===== config.mk =====
export PLATFORM = sky130hd
export DESIGN_NAME = dma_term_ctrl
export DESIGN_NICKNAME = d
export VERILOG_FILES = /design/src/rtl/dmat_pkg.sv /design/src/rtl/dmat_strobe_sel.sv /design/src/rtl/dmat_counter.sv /design/src/rtl/dmat_term.sv /design/src/rtl/dma_term_ctrl.sv
export SDC_FILE = /design/constraint.sdc
export NUM_CORES = 1
export LEC_CHECK = 0
export BUFFER_PORTS_ARGS = -buffer_cell sky130_fd_sc_hd__buf_2
export CORE_ASPECT_RATIO = 1.75
export CORE_MARGIN = 2
export CORE_UTILIZATION = 44
export CTS_BUF_LIST = sky130_fd_sc_hd__clkbuf_8
export DETAILED_ROUTE_END_ITERATION = 10
export PLACE_DENSITY = 0.71
export SLEW_MARGIN = 15
export SYNTH_ARGS = -nofsm -noshare
export SYNTH_HDL_FRONTEND = slang
export SYNTH_HIERARCHICAL = 1
export SYNTH_SLANG_ARGS = --single-unit

===== constraint.sdc =====
create_clock -name clk -period 2 [get_ports clk]
set_clock_uncertainty 0.15 [all_clocks]
set_input_delay 0.2 -clock clk [delete_from_list [all_inputs] [get_ports clk]]
set_output_delay 0.2 -clock clk [all_outputs]
set_load 0.005 [all_outputs]

===== src/rtl/dmat_pkg.sv =====
package dmat_pkg;
  localparam int CAUSE_W = 4;
  // bit positions of the one-hot stop cause
  localparam int C_EOT   = 0;
  localparam int C_COUNT = 1;
  localparam int C_SHORT = 2;
  localparam int C_SOFT  = 3;
  typedef logic [CAUSE_W-1:0] cause_t;
endpackage


===== src/rtl/dmat_strobe_sel.sv =====
module dmat_strobe_sel #(
  parameter int SYNC_STAGES = 2
) (
  input  logic clk,
  input  logic rst_n,
  input  logic ack_only,
  input  logic dir_in,
  input  logic ack_raw,
  input  logic rd_raw,
  input  logic wr_raw,
  output logic byte_edge
);
  localparam int LAST = SYNC_STAGES - 1;

  // lane 0 ack, lane 1 read, lane 2 write
  logic [2:0] chain [SYNC_STAGES];
  logic       src, src_q;
  logic       ack_s, rd_s, wr_s;

  always_ff @(posedge clk) begin
    if (!rst_n) chain[0] <= '0;
    else        chain[0] <= {wr_raw, rd_raw, ack_raw};
  end

  for (genvar g = 1; g < SYNC_STAGES; g++) begin : g_sync
    always_ff @(posedge clk) begin
      if (!rst_n) chain[g] <= '0;
      else        chain[g] <= chain[g-1];
    end
  end

  assign ack_s = chain[LAST][0];
  assign rd_s  = chain[LAST][1];
  assign wr_s  = chain[LAST][2];

  always_comb begin
    if (ack_only) src = ack_s;
    else          src = ack_s & (dir_in ? wr_s : rd_s);
  end

  always_ff @(posedge clk) begin
    if (!rst_n) src_q <= 1'b0;
    else        src_q <= src;
  end

  assign byte_edge = src & ~src_q;


  single_edge_chk: assert property (@(posedge clk) disable iff (!rst_n)
    byte_edge |=> !byte_edge);
endmodule


===== src/rtl/dmat_counter.sv =====
module dmat_counter #(
  parameter int CNT_W = 16
) (
  input  logic             clk,
  input  logic             rst_n,
  input  logic             load,
  input  logic [CNT_W-1:0] load_val,
  input  logic             dec,
  output logic             last
);
  localparam int FULL_W = CNT_W + 1;
  localparam logic [FULL_W-1:0] FULL_CNT = FULL_W'(1) << CNT_W;

  logic [FULL_W-1:0] cnt;

  always_ff @(posedge clk) begin
    if (!rst_n)    cnt <= '0;
    else if (load) cnt <= (load_val == '0) ? FULL_CNT : {1'b0, load_val};
    else if (dec)  cnt <= cnt - FULL_W'(1);
  end

  assign last = (cnt == FULL_W'(1));
endmodule


===== src/rtl/dmat_term.sv =====
module dmat_term
  import dmat_pkg::*;
(
  input  logic   clk,
  input  logic   rst_n,
  input  logic   start,
  input  logic   dir_in,
  input  logic   eot_hit,
  input  logic   cnt_hit,
  input  logic   short_hit,
  input  logic   soft_hit,
  output logic   active,
  output logic   stop_now,
  output cause_t cause,
  output logic   flush,
  output logic   commit
);
  cause_t pick;

  always_comb begin
    pick = '0;
    if      (eot_hit)   pick[C_EOT]   = 1'b1;
    else if (cnt_hit)   pick[C_COUNT] = 1'b1;
    else if (short_hit) pick[C_SHORT] = 1'b1;
    else if (soft_hit)  pick[C_SOFT]  = 1'b1;
  end

  assign stop_now = active & (|pick);

  always_ff @(posedge clk) begin
    if (!rst_n) begin
      active <= 1'b0;
      cause  <= '0;
      flush  <= 1'b0;
      commit <= 1'b0;
    end else begin
      flush  <= stop_now & ~dir_in;
      commit <= stop_now & dir_in;
      if (stop_now) begin
        active <= 1'b0;
        cause  <= pick;
      end else if (start && !active) begin
        active <= 1'b1;
        cause  <= '0;
      end
    end
  end


  cause_hot_chk: assert property (@(posedge clk) disable iff (!rst_n)
    $onehot0(cause));

  cause_clear_chk: assert property (@(posedge clk) disable iff (!rst_n)
    active |-> cause == '0);

  end_pulse_chk: assert property (@(posedge clk) disable iff (!rst_n)
    (flush || commit) |-> (!active && $past(active)));

  one_action_chk: assert property (@(posedge clk) disable iff (!rst_n)
    !(flush && commit));
endmodule


===== src/rtl/dma_term_ctrl.sv =====
module dma_term_ctrl
  import dmat_pkg::*;
#(
  parameter int CNT_W       = 16,
  parameter int SYNC_STAGES = 2
) (
  input  logic             clk,
  input  logic             rst_n,
  input  logic             sw_start,
  input  logic             sw_stop,
  input  logic             cfg_count_en,
  input  logic             cfg_short_en,
  input  logic             cfg_ack_only,
  input  logic             cfg_dir_in,
  input  logic [CNT_W-1:0] cfg_byte_count,
  input  logic             buf_ready,
  input  logic             short_rx,
  input  logic             eot_in,
  input  logic             dma_ack,
  input  logic             rd_strobe,
  input  logic             wr_strobe,
  output logic             dma_req,
  output logic             xfer_active,
  output logic             byte_strobe,
  output logic             flush_req,
  output logic             commit_req,
  output logic [CAUSE_W-1:0] end_cause
);
  logic byte_edge, cnt_last, stop_now, cnt_hit, short_hit, load;
  cause_t cause;

  dmat_strobe_sel #(.SYNC_STAGES(SYNC_STAGES)) u_sel (
    .clk(clk), .rst_n(rst_n), .ack_only(cfg_ack_only), .dir_in(cfg_dir_in),
    .ack_raw(dma_ack), .rd_raw(rd_strobe), .wr_raw(wr_strobe),
    .byte_edge(byte_edge));

  assign byte_strobe = byte_edge & xfer_active;
  assign load        = sw_start & ~xfer_active;

  dmat_counter #(.CNT_W(CNT_W)) u_cnt (
    .clk(clk), .rst_n(rst_n), .load(load), .load_val(cfg_byte_count),
    .dec(byte_strobe), .last(cnt_last));

  assign cnt_hit   = byte_strobe & cnt_last & cfg_count_en;
  assign short_hit = short_rx & cfg_short_en & ~cfg_dir_in;

  dmat_term u_term (
    .clk(clk), .rst_n(rst_n), .start(sw_start), .dir_in(cfg_dir_in),
    .eot_hit(eot_in), .cnt_hit(cnt_hit), .short_hit(short_hit),
    .soft_hit(sw_stop), .active(xfer_active), .stop_now(stop_now),
    .cause(cause), .flush(flush_req), .commit(commit_req));

  assign end_cause = cause;
  assign dma_req   = xfer_active & buf_ready & ~stop_now;


  eot_stop_chk: assert property (@(posedge clk) disable iff (!rst_n)
    (eot_in && xfer_active) |=> (!xfer_active && end_cause == 4'b0001));
endmodule


==> out/metrics.cfg <==
[outcome]
violations = setup timing
status = finished with violations

[cts]
cts_tree = yes
clk_pin_slew_ns = 0.07
clockBufferDepth = 2
h-tree-depth = 2
insertion_delay_ns = 0.28
cts_root_buf = clkbuf_8
clock_sinks = 31
cts_buffers = 5

[power_and_ir_drop]
powerDensity_nw_per_um2 = 735.7
pwr-share-comb_pct = 19.1
sequentialPowerShare_pct = 41.9
p_sw_share_pct = 25.39
vdd_ir_drop_max_mv = 0.5648
p_clk_share_pct = 39.1
power_mw = 1.634
leakage_nw = 0.9874
intPower_mw = 1.219
power.switching_mw = 0.4148

[global_route]
grtUsageTotal_pct = 22.41
antenna_found_initial = 0
grt_pass1_vias = 1623
gr-total-overflow = 0
grt_pass1_wl_microns = 7065
grt_max_degree = 32

[setup_path]
criticalPathCategory = flop to output pin
rr_worst_depth = 9
rr_endpoint = u_term/cause[2]$_SDFFE_PN0P_
crit_arrival_ns = 2.06
ff2ff_setup_slack_ns = -0.20
rr_startpoint = u_cnt/cnt[7]$_SDFFE_PN0P_
required_ns = 1.65
crit_end = dma_req
critPathLaunch = u_cnt/cnt[7]$_SDFFE_PN0P_
critPathLaunchType = flop
cp_max_fo = 2
worstSetupEndpointType = output pin

[synth]
ys_seq_area_share_pct = 39.74
synthCells = 172
synthArstFlopShare_pct = 0
synthesis.area_sq_um = 1561
synth_cell_types = 49
synth-main-ff-cell = dfxtp_1
synth_edf_count = 0
syn_nets = 204
yosysWarnings = 6
syn_avg_cell_area_sq_um = 9.078
ys_ff_latch = 31

[floorplan]
coreArea_sq_um = 3398
start_util_pct = 45.95
die_area_sq_um = 4060
num_rows = 28
die_x_microns = 49.03
io_pins = 39
die_y_microns = 82.81

[cells_and_area]
finalCoreUtilization_pct = 65.35
diodes = 0
layout.cells.most_common = buf_2
fin_nets = 278
syn_to_final_growth_pct = 42.23
seq_area_sq_um = 621.8
n_fill_cell = 307
multiInputGateArea_sq_um = 949.7
drive_gt1_share_pct = 39.68
final_cell_mix = buf_2 (38), buf_4 (30), dfxtp_1 (30)

[detailed_routing]
dr.pass1.iters = 5
vias = 1586
drt-initial-drc-count = 38
via_per_inst = 5.432
detail_route.wl_per_cell_microns = 14.66
ant_nets = 0
drc = 0
routed_wl_microns = 4280

[placement]
dp_hpwl_microns = 3012
place_congestion = 0.7504
place_ws_ns = -0.1461
io_buffers = 38

[flow_run]
cap_violations = 0

[timing]
rsz0062_at_grt = yes
tightest_slew_ns = 0.4927
period_share_pct = 120.7
maxSlewViolCount = 0
fin_crit_ns = 2.413
fin_ws_ns = -0.4131
timing.setup.tns_ns = -0.9474
finalHoldViolCount = 0
maxSlewHeadroom_pct = 66.85
finalSetupViolations = 4
fmax_ghz = 0.4144

[min_path]
hp-class = primary input to flop

==> area by class of cell <==
cell class                      count  area share, %
Tap cell                           45          2.535
Clock buffer                        6          3.718
Multi-Input combinational cell    131          42.76
Sequential cell                    31          28.00
Clock inverter                      2          1.577
Inverter                            5         0.8451
Timing Repair Buffer               72          20.56
==> layer usage <==
layer	vias up	part of all wire (%)	GRT usage (%)
li1	779	-	-
met3	10	4.4	4.317
met5	-	0	0
met2	44	56	41.72
met1	753	37	22.51
met4	0	2.5	12.21
==> power by group through the flow <==
stage	Combinational [mW]	Clock (mW)	Sequential [mW]
detailed placement	0.280	0	0.696
CTS	0.299	0.650	0.683
finish	0.312	0.638	0.684
global placement	0.275	0	0.693
floorplan	0.136	0	0.700
global route	0.340	0.676	0.688
==> metrics by stage <==
stage | hold WS [ns] | cell area [sq um] | std cells
6_report | 0.02688 | 2221 | 292
3_5_place_dp | 0.2617 | 1984 | 276
3_3_place_gp | 0.2560 | 1984 | 276
4_1_cts | 0.01141 | 2173 | 290
2_1_floorplan | 0.1215 | 1569 | 172
5_1_grt | 0.04351 | 2221 | 292
==> synth_stat cells (4+ instances only) <==
cell type  number  area (sq um)
dfxtp_1        31         620.6
nor2_1         15         56.30
a21oi_1        11         55.05
nand2_1        10         37.54
xor2_1          8         70.07
and2_1          7         43.79
o21ai_0         7         35.03
a211oi_1        5         37.54
inv_1           5         18.77
nor4_1          5         31.28
clkbuf_1        4         15.01
nand3_1         4         20.02
nand4_1         4         25.02
==> worst max-delay path, cell delays in order (launching register included) <==
cell	delay [ns]
dfxtp_2	0.34
nor4_4	0.31
nand4b_2	0.14
and4bb_2	0.31
and4_4	0.23
o41a_1	0.14
and3b_2	0.20
buf_2	0.12
==> sequential cells by signal, indices dropped and copies added, names as in the netlist <==
name	count
u_sel/chain	6
u_term/cause	4
u_cnt/cnt	17
u_term/active	1
u_sel/src_q	1
u_term/flush	1
u_term/commit	1
==> how the worst min path moves through the flow <==
stage                      start                      endpoint  slack [ns]  depth (start not counted)
6_report       cfg_byte_count[4]     u_cnt/cnt[4]$_SDFFE_PN0P_        0.03                          3
5_1_grt             cfg_ack_only        u_sel/src_q$_SDFF_PN0_        0.04                          3
4_1_cts             cfg_ack_only        u_sel/src_q$_SDFF_PN0_        0.01                          3
3_5_place_dp             dma_ack  u_sel/chain[0][0]$_SDFF_PN0_        0.26                          2
3_3_place_gp           rd_strobe  u_sel/chain[0][1]$_SDFF_PN0_        0.26                          2
2_1_floorplan         cfg_dir_in       u_term/flush$_SDFF_PN0_        0.12                          1
==> cell families (layout without fill, tap and decap cells) <==
| group | Yosys count | in the layout | share of synthesized area (%) |
|---|---|---|---|
| AO/OA/AOI/OAI | 40 | 40 | 17.31 |
| XOR/XNOR | 11 | 11 | 6.170 |
| adder cells (fa/ha/maj) | 2 | 2 | 1.602 |
| buffers and inverters | 10 | 85 | 2.484 |
| flip-flops | 31 | 31 | 39.74 |
| multiplexers | 1 | 1 | 0.6411 |
| AND/OR/NAND/NOR | 77 | 77 | 32.05 |
==> what timing repair did <==
action | CTS | global route
endpoints found under the hold margin | 3 | 0
hold buffers | 3 | 0
resized for setup | 6 | 7
pin swaps | 10 | 5
setup buffers | 3 | 2
endpoints found under the setup margin | 5 | 15
No activity file was read; power rests on OpenSTA's default activity.
